[src/rtl/sls_pkg.sv]
package sls_pkg;
    typedef enum logic {
        SLS_IDLE = 1'b0,
        SLS_SCAN = 1'b1
    } sls_state_e;

    // width of a sprite in tiles from its 2-bit code
    function automatic logic [2:0] code_tiles(input logic [1:0] code);
        return {1'b0, code} + 3'd1;
    endfunction
endpackage

[src/rtl/sls_hit.sv]
module sls_hit #(
    parameter int LINE_W = 9,
    parameter int POS_W  = 9
) (
    input  logic [LINE_W-1:0] line,
    input  logic [POS_W-1:0]  y,
    input  logic [1:0]        hcode,
    output logic              hit
);
    localparam int DW = ((LINE_W > POS_W) ? LINE_W : POS_W) + 1;

    logic [DW-1:0] diff;
    logic [DW-2:0] height_px;

    always_comb begin
        diff      = DW'(line) - DW'(y);
        height_px = (DW-1)'({hcode, 3'b000}) + (DW-1)'(8);
        hit       = !diff[DW-1] && (diff[DW-2:0] < height_px);
    end
endmodule

[src/rtl/sls_budget.sv]
module sls_budget #(
    parameter int CNT_W  = 5,
    parameter int TILE_W = 6
) (
    input  logic [CNT_W-1:0]  cnt,
    input  logic [TILE_W-1:0] tiles,
    input  logic [CNT_W-1:0]  cnt_lim,
    input  logic [TILE_W-1:0] tile_cap,
    input  logic [1:0]        wcode,
    output logic              cnt_full,
    output logic              tile_full,
    output logic [2:0]        grant,
    output logic              partial
);
    logic [TILE_W-1:0] room;
    logic [TILE_W-1:0] need;

    always_comb begin
        room      = tile_cap - tiles;
        need      = TILE_W'(sls_pkg::code_tiles(wcode));
        cnt_full  = (cnt >= cnt_lim);
        tile_full = (tiles >= tile_cap);
        partial   = (need > room);
        grant     = partial ? room[2:0] : need[2:0];
    end
endmodule

[src/rtl/sprite_line_sel.sv]
module sprite_line_sel #(
    parameter int NUM_ENTRIES  = 64,
    parameter int LINE_W       = 9,
    parameter int POS_W        = 9,
    parameter int WIDE_SPR     = 20,
    parameter int NARROW_SPR   = 16,
    parameter int WIDE_TILES   = 40,
    parameter int NARROW_TILES = 32,
    localparam int IDX_W       = $clog2(NUM_ENTRIES)
) (
    input  logic              clk,
    input  logic              rst_n,
    input  logic              start,
    input  logic [LINE_W-1:0] line,
    input  logic              wide,
    output logic [IDX_W-1:0]  rd_addr,
    input  logic [POS_W-1:0]  rd_y,
    input  logic [POS_W-1:0]  rd_x,
    input  logic [1:0]        rd_w,
    input  logic [1:0]        rd_h,
    input  logic [IDX_W-1:0]  rd_link,
    output logic              spr_valid,
    output logic [IDX_W-1:0]  spr_idx,
    output logic [2:0]        spr_tiles,
    output logic              done,
    output logic              overflow
);
    import sls_pkg::*;

    localparam int MAX_SPR   = (WIDE_SPR > NARROW_SPR) ? WIDE_SPR : NARROW_SPR;
    localparam int MAX_TILES = (WIDE_TILES > NARROW_TILES) ? WIDE_TILES : NARROW_TILES;
    localparam int CNT_W     = $clog2(MAX_SPR + 1);
    localparam int TILE_W    = $clog2(MAX_TILES + 1);

    typedef struct packed {
        sls_state_e        st;
        logic [IDX_W-1:0]  cur;
        logic [IDX_W-1:0]  vis;
        logic [CNT_W-1:0]  cnt;
        logic [TILE_W-1:0] tiles;
        logic              armed;
        logic              ovf;
        logic              done;
        logic              emit;
        logic [IDX_W-1:0]  eidx;
        logic [2:0]        etiles;
    } sls_regs_t;

    sls_regs_t r_q, r_d;

    logic              hit;
    logic              cnt_full, tile_full, partial;
    logic [2:0]        grant;
    logic [CNT_W-1:0]  cnt_lim;
    logic [TILE_W-1:0] tile_cap;
    logic              is_mask;
    logic              halt;

    assign cnt_lim  = wide ? CNT_W'(WIDE_SPR)    : CNT_W'(NARROW_SPR);
    assign tile_cap = wide ? TILE_W'(WIDE_TILES) : TILE_W'(NARROW_TILES);
    assign is_mask  = (rd_x == '0);

    sls_hit #(.LINE_W(LINE_W), .POS_W(POS_W)) u_hit (
        .line  (line),
        .y     (rd_y),
        .hcode (rd_h),
        .hit   (hit)
    );

    sls_budget #(.CNT_W(CNT_W), .TILE_W(TILE_W)) u_budget (
        .cnt       (r_q.cnt),
        .tiles     (r_q.tiles),
        .cnt_lim   (cnt_lim),
        .tile_cap  (tile_cap),
        .wcode     (rd_w),
        .cnt_full  (cnt_full),
        .tile_full (tile_full),
        .grant     (grant),
        .partial   (partial)
    );

    always_comb begin
        r_d      = r_q;
        r_d.done = 1'b0;
        r_d.emit = 1'b0;
        halt     = 1'b0;
        case (r_q.st)
            SLS_IDLE: begin
                if (start) begin
                    r_d.st    = SLS_SCAN;
                    r_d.cur   = '0;
                    r_d.vis   = '0;
                    r_d.cnt   = '0;
                    r_d.tiles = '0;
                    r_d.armed = 1'b0;
                    r_d.ovf   = 1'b0;
                end
            end
            SLS_SCAN: begin
                if (hit) begin
                    if (is_mask && r_q.armed) begin
                        halt = 1'b1;
                    end else if (cnt_full || tile_full) begin
                        halt    = 1'b1;
                        r_d.ovf = 1'b1;
                    end else begin
                        r_d.emit   = 1'b1;
                        r_d.eidx   = r_q.cur;
                        r_d.etiles = grant;
                        r_d.cnt    = r_q.cnt + CNT_W'(1);
                        r_d.tiles  = r_q.tiles + TILE_W'(grant);
                        if (!is_mask) r_d.armed = 1'b1;
                        if (partial) begin
                            halt    = 1'b1;
                            r_d.ovf = 1'b1;
                        end
                    end
                end
                if (halt || (rd_link == '0) || (r_q.vis == IDX_W'(NUM_ENTRIES - 1))) begin
                    r_d.st   = SLS_IDLE;
                    r_d.done = 1'b1;
                end else begin
                    r_d.cur = rd_link;
                    r_d.vis = r_q.vis + IDX_W'(1);
                end
            end
            default: r_d.st = SLS_IDLE;
        endcase
    end

    always_ff @(posedge clk or negedge rst_n) begin
        if (!rst_n) r_q <= '0;
        else        r_q <= r_d;
    end

    assign rd_addr   = r_q.cur;
    assign spr_valid = r_q.emit;
    assign spr_idx   = r_q.eidx;
    assign spr_tiles = r_q.etiles;
    assign done      = r_q.done;
    assign overflow  = r_q.ovf;
endmodule

[config.mk]
export PLATFORM = sky130hd
export DESIGN_NAME = sprite_line_sel
export DESIGN_NICKNAME = d
export VERILOG_FILES = /design/src/rtl/sls_pkg.sv /design/src/rtl/sls_hit.sv /design/src/rtl/sls_budget.sv /design/src/rtl/sprite_line_sel.sv
export SDC_FILE = /design/constraint.sdc
export NUM_CORES = 1
export LEC_CHECK = 0
export CAP_MARGIN = 20
export CELL_PAD_IN_SITES_DETAIL_PLACEMENT = 0
export CELL_PAD_IN_SITES_GLOBAL_PLACEMENT = 2
export CORE_MARGIN = 1.5
export CORE_UTILIZATION = 34
export DETAILED_ROUTE_END_ITERATION = 8
export PLACE_DENSITY = 0.95
export SLEW_MARGIN = 40
export SYNTH_ARGS = -nofsm -noshare
export SYNTH_HDL_FRONTEND = slang
export SYNTH_SLANG_ARGS = --single-unit
[constraint.sdc]
create_clock -name clk -period 5.73 [get_ports clk]
set_clock_uncertainty 0.15 [all_clocks]
set_input_delay 1.146 -clock clk [delete_from_list [all_inputs] [get_ports clk]]
set_output_delay 1.146 -clock clk [all_outputs]
set_load 0.005 [all_outputs]
==> flow_summary_export.csv, run 1 <==
group,metric,value,unit
status,status,"complete, no violations",
global_route,grt_overflow,0,
sta,setup_viol,0,
setup_path,reg2reg_to,"r_q[17]",
sta,slew_violations,0,
floorplan,dieHeight,92.3,µm
global_route,grt_max_degree,38,
floorplan,fp.coreArea,7730,µm²
sta,tightest_slew,0.764,ns
setup_path,slowest_stage,"or4b_1",
cells_and_area,final_common_cell,"clkdlybuf4s50_1",
clock_network,clk_latency,0.29,ns
yosys,synth-seq-cells,37,
route,wire_per_inst,12.6,µm
yosys,synth_top_family_by_area,"simple AND/OR/NAND/NOR gates",
setup_path,crit_path_cell_trace,"clkdlybuf4s50_1 -> inv_1 -> ha_1 -> a21oi_2 -> o21ai_2 -> a21oi_1 -> nor2b_1 -> nor2_1 -> xnor2_1 -> ha_1 -> a2111oi_0 -> o211ai_1 -> o211ai_1 -> a21boi_2 -> or4b_1 -> a211o_1 -> o311ai_1",
setup_path,slowest_delay,0.63,ns
sta,finalHoldViolCount,0,
floorplan,die_x,92.3,µm
pwr,vdd_drop_max,128,µV
cells_and_area,final_nets,390,
setup_path,cp-start-kind,"input port",
yosys,synthSimpleGateAreaFrac,17.4,%
route,num_vias,2104,
cells_and_area,final_cell_mix,"57 x clkdlybuf4s50_1, 37 x dfrtp_1, 33 x nand2_1, 29 x inv_1, 24 x ha_1",
cells_and_area,layoutNonFillerInstCount,427,
global_route,grt_antenna_before_repair,0,
setup_path,path_max_fanout,8,
placement,dp_hpwl,4260,µm
route,drt-total-wl,5380,µm
setup_path,required,5.77,ns
yosys,synth.net_count,345,
cells_and_area,regArea,926,µm²
route,drtIter0Drc,61,
sta,layout_min_cycle_time,5.08,ns
clock_network,numCtsBuffers,5,
yosys,syn_area_per_cell,9.73,µm²
cells_and_area,multi_input_area,1520,µm²
setup_path,crit_end,"r_q[24]",
floorplan,rows,32,
sta,fin_crit_sh,88.7,%
setup_path,cp_data_arrival_time,5.12,ns
floorplan,ios,59,
placement,gp_congestion,0.776,
global_route,groute.usage.overall,13.5,%
route,drc,0,
pwr,p_leak,1.56,nW
setup_path,startpoint,"rd_y[2]",
setup_path,critPathKind,"input port to flip-flop",
yosys,synthMuxAreaShare,9.27,%
floorplan,start_util,35.1,%
setup_path,r2r_cells,17,
cells_and_area,layout-drive-gt1-share,10.5,%
clock_network,cts_max_level,2,
yosys,async_flop_share,100,%
clock_network,cts_tree,"done",
clock_network,cts_sinks,37,
pwr,p_per_area,345,nW/µm²
cells_and_area,antennaDiodeCount,0,
sta,rsz0062_at_grt,"no",
job,maxCapViolCount,0,
route,detailedRoute.firstPassIterationCount,4,
cells_and_area,area_growth_syn_to_layout,24.8,%
yosys,yosys_warnings,0,
setup_path,reg2reg_setup_slack,1.93,ns
cells_and_area,nFillCells,753,
clock_network,cts_resized,0,
yosys,syn_inst,279,
clock_network,clock_path_buffers,2,
placement,dp.cells,419,
setup_path,end_kind,"flip-flop",
sta,max_freq,197,MHz
yosys,synth_fa_ha_area_share,11.8,%
clock_network,cts_root_buf,"clkbuf_8",
route,antenna_left,0,
floorplan,die_area,8530,µm²
sta,relSlewSlack,49.1,%
clock_network,cts_hold_buf,0,
yosys,syn_area,2710,µm²
clock_network,clkTransAtPathRegs,0.08,ns
yosys,ys_types,60,
yosys,synth-edff-count,0,
yosys,synth_xor_area_share,2.26,%
clock_network,postCtsSetupBuffers,0,
yosys,synth_top_flop_cell,"dfrtp_1",
placement,numPortBuffers,58,
yosys,seq_area_frac_synth,34.1,%
global_route,grt_pass1_vias,2145,
sta,tns,0,ns
route,vias_per_cell,4.93,
min_path,hold_class,"flip-flop to flip-flop",
global_route,grt_pass1_wl,9320,µm
setup_path,reg2reg_from,"r_q[13]",
yosys,synth_compound_area_share,15.2,%
pwr,total_power,1.17,mW
critical path, delay by kind of cell:
kind	cells	cell delay, ns
adders and majority gates	2	0.56
and+or+nand+nor	3	0.83
xor gates and xnor gates	1	0.13
buffers and inverters	2	0.49
AOI/OAI and AO/OA	9	1.99
worst min path at each step:
stage,from,end,cells after the start
5_1_grt,r_q[12],r_q[12],1
3_5_place_dp,r_q[28],r_q[28],1
2_1_floorplan,r_q[28],r_q[28],1
3_3_place_gp,r_q[12],r_q[12],1
6_report,r_q[28],r_q[28],1
4_1_cts,r_q[28],r_q[28],1
state kept, by name, summed over array words and instances (netlist names):
name / cells
spr_tiles: 3
rd_addr: 6
spr_idx: 6
r_q: 19
done: 1
spr_valid: 1
overflow: 1
synthesized netlist by cell type (2+ instances only):
library cell,number,share of area (%)
dfrtp_1,37,34
nand2_1,34,4.7
inv_1,29,4.0
ha_1,24,11
buf_4,16,4.4
mux2i_1,15,5.5
nor2_1,10,1.4
mux2_2,9,3.7
a21oi_1,8,1.5
o21ai_0,8,1.5
xnor2_1,5,1.6
and3_1,4,0.92
nand3_1,4,0.74
nand4_1,4,0.92
nor2b_1,4,0.92
o31ai_1,4,1.1
a21o_1,3,0.83
a41oi_1,3,0.97
and4_1,3,0.97
clkbuf_1,3,0.41
o21a_1,3,0.83
a211oi_2,2,0.92
a221o_1,2,0.74
nand2b_1,2,0.46
nand3b_1,2,0.55
nor3_1,2,0.37
nor4_1,2,0.46
o211ai_1,2,0.55
o21ai_2,2,0.65
or4_1,2,0.55
xor2_1,2,0.65
cells by family (layout without fill, tap and decap cells):
logic type / after synthesis / count (layout)
and+or+nand+nor: 84 / 84
DFF: 37 / 37
muxes: 24 / 24
AOI/OAI and AO/OA: 52 / 52
xor gates and xnor gates: 7 / 7
buffers and inverters: 50 / 96
adders and majority gates: 25 / 25
power by group:
| group | internal (mW) | switching, mW | total (mW) |
|---|---|---|---|
| clock network | 0.141 | 0.0940 | 0.236 |
| logic | 0.279 | 0.227 | 0.507 |
| registers | 0.348 | 0.0777 | 0.426 |
| total | 0.769 | 0.399 | 1.17 |
layer usage:
metal,track usage [%],wire (µm),vias to the layer above
li1,-,-,1068
met1,15.8,2430,980
met2,24.2,2650,45
met3,2.63,199,11
met5,0,0,-
met4,5.26,102,0
final cells by class:
cell class / instances / share of cell area, %
clock buffers: 6 / 2.44
well taps: 102 / 3.77
clock inverters: 2 / 1.11
multi-input cells: 192 / 44.8
inverters: 29 / 3.21
repair buffers: 59 / 17.3
flip-flops and latches: 37 / 27.3
stage by stage:
step | setup slack, ns | hold WS [ns] | area [µm²] | util [%]
finish | 0.647 | 0.321 | 3390 | 43.8
global route | 0.250 | 0.342 | 3390 | 43.8
CTS | 0.642 | 0.326 | 3380 | 43.8
detailed placement | 0.330 | 0.314 | 3260 | 42.2
global placement | 0.409 | 0.306 | 3260 | 42.2
floorplan | 1.15 | 0.287 | 2710 | -
No activity file was read; power rests on OpenSTA's default activity.
==> run 2, diff against run 1 <==
- ABC_CLOCK_PERIOD_IN_PS: unset -> 5730
==> results of run 2 <==
No change in the layout: final DEF, timing and power equal those of run 1.
==> run 3, diff against run 2 <==
- CORE_MARGIN: 1.5 -> 2
==> run 3 against run 2 <==
Final area fell by 0.15%; core utilization down 0.065 points; sequential share of layout area hardly changed; clock power barely moved; flip-flop and latch count unchanged; largest power group unchanged; fmax decreased by 0.67%; hold slack got worse by 0.0024 ns; count of clock-buffer cells in the layout shrank 1.
==> flow_summary_export.csv, run 3 (synthesis results as in run 1) <==
group,metric,value,unit
status,status,"complete, no violations",
clock_network,cts_hold_buf,0,
pwr,total_power,1.17,mW
route,num_vias,2131,
global_route,grt_antenna_before_repair,0,
cells_and_area,antennaDiodeCount,0,
cells_and_area,regArea,926,µm²
placement,dp_hpwl,4280,µm
global_route,grt_overflow,0,
floorplan,dieHeight,93.3,µm
setup_path,path_max_fanout,8,
clock_network,postCtsSetupBuffers,0,
sta,fin_crit_sh,89.3,%
route,drc,0,
clock_network,cts_max_level,2,
cells_and_area,final_cell_mix,"57 x clkdlybuf4s50_1, 37 x dfrtp_1, 33 x nand2_1, 29 x inv_1, 24 x ha_1",
route,drtIter0Drc,79,
setup_path,critPathKind,"input port to flip-flop",
clock_network,clock_path_buffers,2,
sta,tns,0,ns
clock_network,cts_root_buf,"clkbuf_8",
clock_network,cts_tree,"done",
sta,worst_slack,0.612,ns
sta,setup_viol,0,
sta,rsz0062_at_grt,"no",
sta,hold-worst-slack,0.319,ns
placement,numPortBuffers,58,
global_route,grt_max_degree,38,
sta,max_freq,195,MHz
global_route,grt_pass1_wl,9500,µm
cells_and_area,layout-drive-gt1-share,10.5,%
clock_network,cts_sinks,37,
setup_path,required,5.80,ns
sta,slew_violations,0,
pwr,p_leak,1.56,nW
route,detailedRoute.firstPassIterationCount,4,
clock_network,cts_resized,0,
route,wire_per_inst,13.0,µm
cells_and_area,final_common_cell,"clkdlybuf4s50_1",
cells_and_area,final_nets,390,
placement,pre_cts_slack,0.309,ns
sta,finalHoldViolCount,0,
route,antenna_left,0,
clock_network,clkTransAtPathRegs,0.09,ns
floorplan,rows,32,
clock_network,clk_latency,0.29,ns
floorplan,fp.coreArea,7730,µm²
floorplan,start_util,35.1,%
floorplan,ios,59,
sta,tightest_slew,0.753,ns
global_route,grt_pass1_vias,2097,
job,maxCapViolCount,0,
clock_network,numCtsBuffers,5,
sta,layout_min_cycle_time,5.12,ns
setup_path,cp-start-kind,"input port",
cells_and_area,largest_register_ffs,19,
cells_and_area,largest_register,"r_q",
sta,relSlewSlack,49.8,%
pwr,p_per_area,345,nW/µm²
cells_and_area,multi_input_area,1520,µm²
route,drt-total-wl,5570,µm
min_path,hold_class,"flip-flop to flip-flop",
route,vias_per_cell,4.99,
floorplan,die_x,93.3,µm
cells_and_area,nFillCells,752,
placement,gp_congestion,0.779,
pwr,vdd_drop_max,114,µV
floorplan,die_area,8710,µm²
setup_path,end_kind,"flip-flop",
global_route,groute.usage.overall,13.3,%
setup_path,cp_data_arrival_time,5.19,ns
cells_and_area,area_growth_syn_to_layout,24.6,%
==> run 3: cell count changes in the layout (fill, tap and decap cells not counted) <==
cell	before	now
clkbuf_8	6	5
clkinv_4	0	1
==> run 3: final cells by class <==
cell class / count / area share, %
multi-input combinational: 192 / 44.9
sequential: 37 / 27.4
timing repair buffer: 59 / 17.3
tap: 102 / 3.77
inverter: 29 / 3.22
clock buffer: 5 / 2.03
clock inverter: 3 / 1.37
==> run 3: worst paths after layout <==
check	cells after the start	startpoint	endpoint	slack [ns]
hold / removal	1	r_q[28]	r_q[28]	0.32
setup reg to reg	14	r_q[13]	r_q[17]	1.94
max in group asynchronous	1	rst_n	spr_tiles[1]	4.43
hold reg to reg	1	r_q[28]	r_q[28]	0.32
setup / recovery	17	rd_y[2]	r_q[25]	0.61
min in group asynchronous	1	rst_n	spr_idx[5]	0.65
==> run 3: routing by layer <==
metal  vias to the layer above  part of all wire (%)  track usage [%]
met5                         -                     0                0
met4                         0                  0.43             3.19
met3                         2                   4.3             2.34
li1                       1071                     -                -
met2                        56                    50             23.1
met1                      1002                    45             17.1
==> run 3: metrics by stage <==
step                      cell area (µm²)  std cells  utilization (%)
after floorplan                      2710        279                -
after global placement               3260        419             42.2
after detailed placement             3260        419             42.2
after CTS                            3380        427             43.7
after global routing                 3380        427             43.8
final                                3380        427             43.8
==> run 3: where the power goes <==
group | internal, mW | switching (mW)
clock | 0.130 | 0.103
combinational | 0.279 | 0.229
sequential | 0.348 | 0.0778
total | 0.757 | 0.409
==> run 3: critical path, cell delays in order <==
cell and delay (ns):
clkdlybuf4s50_1 0.45, inv_1 0.04, ha_1 0.29, nand2_1 0.10
o21ai_2 0.30, a21oi_1 0.16, nor2b_1 0.13, nor2_1 0.06
xnor2_1 0.13, ha_1 0.33, a2111oi_0 0.44, o211ai_1 0.15
o211ai_1 0.11, a21boi_2 0.25, or4b_1 0.64, nand3_4 0.24
mux2i_1 0.21
